--- config.mk ---
export PLATFORM = sky130hd
export DESIGN_NAME = alarm_pwroff
export DESIGN_NICKNAME = d
export VERILOG_FILES = /design/src/rtl/alarm_pwroff_pkg.sv /design/src/rtl/alarm_cmp.sv /design/src/rtl/alarm_regs.sv /design/src/rtl/alarm_pwr.sv /design/src/rtl/alarm_pwroff.sv
export SDC_FILE = /design/constraint.sdc
export NUM_CORES = 1
export LEC_CHECK = 0
export BUFFER_PORTS_ARGS = -buffer_cell sky130_fd_sc_hd__buf_2
export CAP_MARGIN = 20
export CORE_UTILIZATION = 38
export CTS_CLUSTER_DIAMETER = 40
export DETAILED_ROUTE_END_ITERATION = 10
export PLACE_DENSITY_LB_ADDON = 0.15
export SLEW_MARGIN = 20
export SYNTH_ARGS = -nofsm -noshare
export SYNTH_HDL_FRONTEND = slang
export SYNTH_SLANG_ARGS = --single-unit
--- constraint.sdc ---
create_clock -name clk_i -period 1.7 [get_ports clk_i]
set_clock_uncertainty 0.2 [all_clocks]
set_input_delay 0.17 -clock clk_i [delete_from_list [all_inputs] [get_ports clk_i]]
set_output_delay 0.17 -clock clk_i [all_outputs]
set_load 0.01 [all_outputs]
--- src/rtl/alarm_pwroff_pkg.sv ---
package alarm_pwroff_pkg;
  localparam int NFLD   = 6;
  localparam int DW     = 8;
  localparam int A_PWR  = NFLD;
  localparam int A_IEN  = NFLD + 1;
  localparam int A_STAT = NFLD + 2;

  typedef logic [NFLD-1:0][DW-1:0] fld_arr_t;

  // keep widths per field: sec, min, hour, day, month, year
  function automatic logic [DW-1:0] fld_mask(input int idx);
    case (idx)
      0, 1:    return 8'h7f;
      2, 3:    return 8'h3f;
      4:       return 8'h1f;
      default: return 8'hff;
    endcase
  endfunction
endpackage

--- src/rtl/alarm_cmp.sv ---
module alarm_cmp
  import alarm_pwroff_pkg::*;
(
  input  fld_arr_t alm_i,
  input  fld_arr_t cur_i,
  input  logic     tick_i,
  input  logic     run_i,
  output logic     hit_o
);
  logic [NFLD-1:0] eq;

  for (genvar g = 0; g < NFLD; g++) begin : g_fld
    assign eq[g] = (alm_i[g] == (cur_i[g] & fld_mask(g)));
  end

  assign hit_o = tick_i & run_i & (&eq);
endmodule

--- src/rtl/alarm_regs.sv ---
module alarm_regs
  import alarm_pwroff_pkg::*;
#(
  parameter int ADDR_W = 4
) (
  input  logic              clk_i,
  input  logic              rst_ni,
  input  logic              wr_en_i,
  input  logic              wr_unlocked_i,
  input  logic              busy_i,
  input  logic [ADDR_W-1:0] addr_i,
  input  logic [DW-1:0]     wr_data_i,
  input  logic              hit_i,
  output fld_arr_t          alm_o,
  output logic              pwr_arm_o,
  output logic              irq_en_o,
  output logic              flag_o,
  output logic [DW-1:0]     rd_data_o
);
  fld_arr_t alm_q;
  logic     pwr_arm_q, irq_en_q, flag_q;
  logic     wr_ok;

  assign wr_ok = wr_en_i & wr_unlocked_i & ~busy_i;

  always_ff @(posedge clk_i or negedge rst_ni) begin
    if (!rst_ni) begin
      alm_q     <= '0;
      pwr_arm_q <= 1'b0;
      irq_en_q  <= 1'b0;
      flag_q    <= 1'b0;
    end else begin
      for (int i = 0; i < NFLD; i++) begin
        if (wr_ok && addr_i == ADDR_W'(i)) alm_q[i] <= wr_data_i & fld_mask(i);
      end
      if (wr_ok && addr_i == ADDR_W'(A_PWR)) pwr_arm_q <= wr_data_i[0];
      if (wr_ok && addr_i == ADDR_W'(A_IEN)) irq_en_q  <= wr_data_i[0];
      // a new match wins over a same-cycle clear
      if (hit_i)                                                 flag_q <= 1'b1;
      else if (wr_ok && addr_i == ADDR_W'(A_STAT) && wr_data_i[0]) flag_q <= 1'b0;
    end
  end

  always_comb begin
    rd_data_o = '0;
    for (int i = 0; i < NFLD; i++) begin
      if (addr_i == ADDR_W'(i)) rd_data_o = alm_q[i];
    end
    if (addr_i == ADDR_W'(A_PWR))  rd_data_o = {{(DW-1){1'b0}}, pwr_arm_q};
    if (addr_i == ADDR_W'(A_IEN))  rd_data_o = {{(DW-1){1'b0}}, irq_en_q};
    if (addr_i == ADDR_W'(A_STAT)) rd_data_o = {{(DW-1){1'b0}}, flag_q};
  end

  assign alm_o     = alm_q;
  assign pwr_arm_o = pwr_arm_q;
  assign irq_en_o  = irq_en_q;
  assign flag_o    = flag_q;
endmodule

--- src/rtl/alarm_pwr.sv ---
module alarm_pwr (
  input  logic clk_i,
  input  logic rst_ni,
  input  logic hit_i,
  input  logic pwr_arm_i,
  input  logic irq_en_i,
  output logic pwr_en_o
);
  logic pwr_q;

  // one-way latch: only reset brings power back
  always_ff @(posedge clk_i or negedge rst_ni) begin
    if (!rst_ni)                           pwr_q <= 1'b1;
    else if (hit_i && pwr_arm_i && irq_en_i) pwr_q <= 1'b0;
  end

  assign pwr_en_o = pwr_q;
endmodule

--- src/rtl/alarm_pwroff.sv ---
module alarm_pwroff
  import alarm_pwroff_pkg::*;
#(
  parameter int ADDR_W = 4
) (
  input  logic              clk_i,
  input  logic              rst_ni,
  input  logic              tick_i,
  input  logic              run_i,
  input  logic [6:0]        cur_sec_i,
  input  logic [6:0]        cur_min_i,
  input  logic [5:0]        cur_hour_i,
  input  logic [5:0]        cur_day_i,
  input  logic [4:0]        cur_mon_i,
  input  logic [7:0]        cur_year_i,
  input  logic              wr_unlocked_i,
  input  logic              busy_i,
  input  logic              wr_en_i,
  input  logic [ADDR_W-1:0] addr_i,
  input  logic [DW-1:0]     wr_data_i,
  output logic [DW-1:0]     rd_data_o,
  output logic              alarm_flag_o,
  output logic              pwr_en_o
);
  fld_arr_t cur, alm;
  logic     hit, pwr_arm, irq_en;

  assign cur[0] = {1'b0, cur_sec_i};
  assign cur[1] = {1'b0, cur_min_i};
  assign cur[2] = {2'b0, cur_hour_i};
  assign cur[3] = {2'b0, cur_day_i};
  assign cur[4] = {3'b0, cur_mon_i};
  assign cur[5] = cur_year_i;

  alarm_regs #(.ADDR_W(ADDR_W)) u_regs (
    .clk_i, .rst_ni, .wr_en_i, .wr_unlocked_i, .busy_i, .addr_i, .wr_data_i,
    .hit_i(hit), .alm_o(alm), .pwr_arm_o(pwr_arm), .irq_en_o(irq_en),
    .flag_o(alarm_flag_o), .rd_data_o
  );

  alarm_cmp u_cmp (
    .alm_i(alm), .cur_i(cur), .tick_i, .run_i, .hit_o(hit)
  );

  alarm_pwr u_pwr (
    .clk_i, .rst_ni, .hit_i(hit), .pwr_arm_i(pwr_arm), .irq_en_i(irq_en), .pwr_en_o
  );
endmodule

==> impl_results.md <==
* Max-cap viol count at 0
* Static Leak at around 1.7 nW
* PortBufs at between 60 and 70
* H-tree level count at 2
* CP arrival at 1630 ps
* Layout cell share with drive strength beyond 1 at 0.565
* Gpl congestion at 0.872
* Crit path time final at 2000 ps
* Die X at around 84 um
* Root Buffer: clkbuf_8
* Starting Density at 0.397
* Tot Pwr at approximately 2.8 mW
* Clock Path Buffers at 2
* Most common cell after layout, fill and taps aside: buf_2
* Synth warnings at 0
* Area occupied by registers at 0.00108 sq mm
* Slew Limit Headroom at 0.670
* Mapped Nets at roughly 280
* Final core utilization at 0.570
* CTS tree: yes
* GRT Residual Overflow at 0
* Nets@finish at around 410
* CTS Sinks at 43
* Total number of vias at between 2000 and 2500
* Setup Viol. Count Final at 6
* Max Fanout on Critical Path at 2
* Iteration count of the initial detailed-routing pass at 5
* ANT cells at 0
* Number of synthesized flops with an enable pin at 0
* Worst slew pin tran at ~500 ps
* CTS clk-pin slew, worst paths at roughly 90 ps
* Min-delay worst type: in -> reg
* Core Rows at 29
* Slew Limit Fails at 0
* Most frequent cells in the layout: buf_2 (67), buf_4 (50), dfrtp_1 (42)
* FILL cells at between 500 and 600
* Routed wire length at about 7500 um
* Final hold vios at 0
* IR Drop Worst-Case VDD at roughly 0.35 mV
* GRT Util Overall at 0.225
* # DRC at 0
* Fmax at about 500 MHz
* Prevailing post-synth register cell: dfrtp_1
* Largest net degree at the start of global routing at 44
* Post-Syn Area at approximately 0.0025 sq mm
* Global-route wire length before repair at between 10000 and 15000 um
* Area Overhead vs Synth at 43.4%
* Crit path capture type: output port
* Routed WL per cell at 17.6 um
* Cell variety after synth at 37
* Setup ws final at -295 ps
* Violated checks: setup timing
* Unrepaired setup endpoints after global routing: yes
* Required @ worst endpoint at around 1300 ps
* Final period util at 1.17
* Critical path class: reg -> out
* Status: finished, violations left
* FFs w/ async S/R, synth at 1.00
* Die boundary height at ~84 um
* Number of antenna violations at the first check in global routing at 0
* #FFs+latches synth at between 40 and 50
* DIE AREA at between 0.007 and 0.008 sq mm
* IO Pins at 68
* Synthesized instance count at 220
* Initial DRC Count at 138
* Final ANT Viol Nets at 0
* Vias in the first global route at 2280
* Core area at approximately 0.0064 sq mm
* Sequential area share after synthesis at 0.425
* Multi-input logic area at approximately 0.0014 sq mm
* CP Launch Type: flip-flop
* Via density at between 5 and 6
* Skew-Pair Late Insertion Delay at ~300 ps
* Cts bufs inserted at 5
* Mean Syn Cell Area at ~12 sq um
* HPWL Detailed at between 5000 and 6000 um
* Power density cells at about 760 mW/mm^2
## cells in the mapped netlist (4+ instances only)
master,n,area share
nand3_1,6,0.012
nand4_1,12,0.030
mux2_2,41,0.18
dfrtp_1,42,0.41
mux2i_1,4,0.016
a21oi_1,7,0.014
xnor2_1,37,0.13
nor2_1,10,0.015
nand2_1,11,0.016
inv_1,5,0.0074
## sequential cells by signal, indices dropped and copies added (netlist names)
register / count
u_regs.flag_o: 1
u_regs.alm_o: 39
u_regs.irq_en_o: 1
u_pwr.pwr_en_o: 1
u_regs.pwr_arm_o: 1
## where the power goes
group | internal, mW | switching [mW] | leakage [nW]
Sequential | 1.15 | 0.106 | 0.569
Clock | 0.289 | 0.364 | 0.0422
Combinational | 0.527 | 0.345 | 1.13
Total | 1.97 | 0.815 | 1.74
## what timing repair did
item / in CTS / in global routing
pin swaps: 14 / 12
setup endpoints to repair: 7 / 8
gates cloned: 0 / 0
gates resized for setup: 18 / 5
setup buffers: 13 / 3
hold buffers: 5 / 0
endpoints found under the hold margin: 57 / 0
## through the flow
| step | setup slack (ps) | hold slack (ps) | std cells | TNS, ps | area, sq um |
|---|---|---|---|---|---|
| 6_report | -295 | 5.45 | 429 | -1200 | 3640 |
| 5_1_grt | -358 | 25.5 | 429 | -1790 | 3640 |
| 3_3_place_gp | -58.7 | -30.0 | 401 | -789 | 3290 |
| 4_1_cts | -304 | 5.46 | 426 | -1240 | 3590 |
| 2_1_floorplan | 185 | -326 | 220 | 0 | 2540 |
| 3_5_place_dp | -60.7 | -32.9 | 401 | -556 | 3290 |
## path summary, 6_finish.rpt
check	from	to	slack, ps	depth (start not counted)
max reg2reg	u_regs.alm_o[11]	u_pwr.pwr_en_o	-100	7
max in group asynchronous	rst_ni	u_pwr.pwr_en_o	850	3
min in group asynchronous	rst_ni	u_regs.alm_o[29]	170	3
min reg2reg	u_pwr.pwr_en_o	u_pwr.pwr_en_o	280	1
min	wr_data_i[1]	u_regs.alm_o[9]	5	2
max	u_regs.alm_o[21]	rd_data_o[5]	-300	4
## logic make-up after synthesis
family / synth area share
buf+inv: 0.0355
mux: 0.224
compound gates: 0.0533
flops: 0.425
xor+xnor: 0.135
simple gates: 0.128
## final cells by class
class,instances,share of cell area
multi-input combinational,163,0.397
sequential,43,0.296
timing repair buffer,133,0.253
tap,77,0.0265
clock buffer,7,0.0210
inverter,5,0.00516
clock inverter,1,0.00138
## worst max-delay path, cell delays in order, from the launching register on
cell and delay (ps):
dfrtp_1 390, buf_4 140, mux4_2 440, a32o_1 220, buf_2 140
## routing by layer
layer | vias up | wire [um] | global-route usage
li1 | 1053 | - | -
met1 | 1088 | 3500 | 0.319
met2 | 82 | 3470 | 0.353
met3 | 11 | 424 | 0.0396
met4 | 0 | 136 | 0.0678
met5 | - | 0 | 0
No activity file was read; power rests on OpenSTA's default activity.
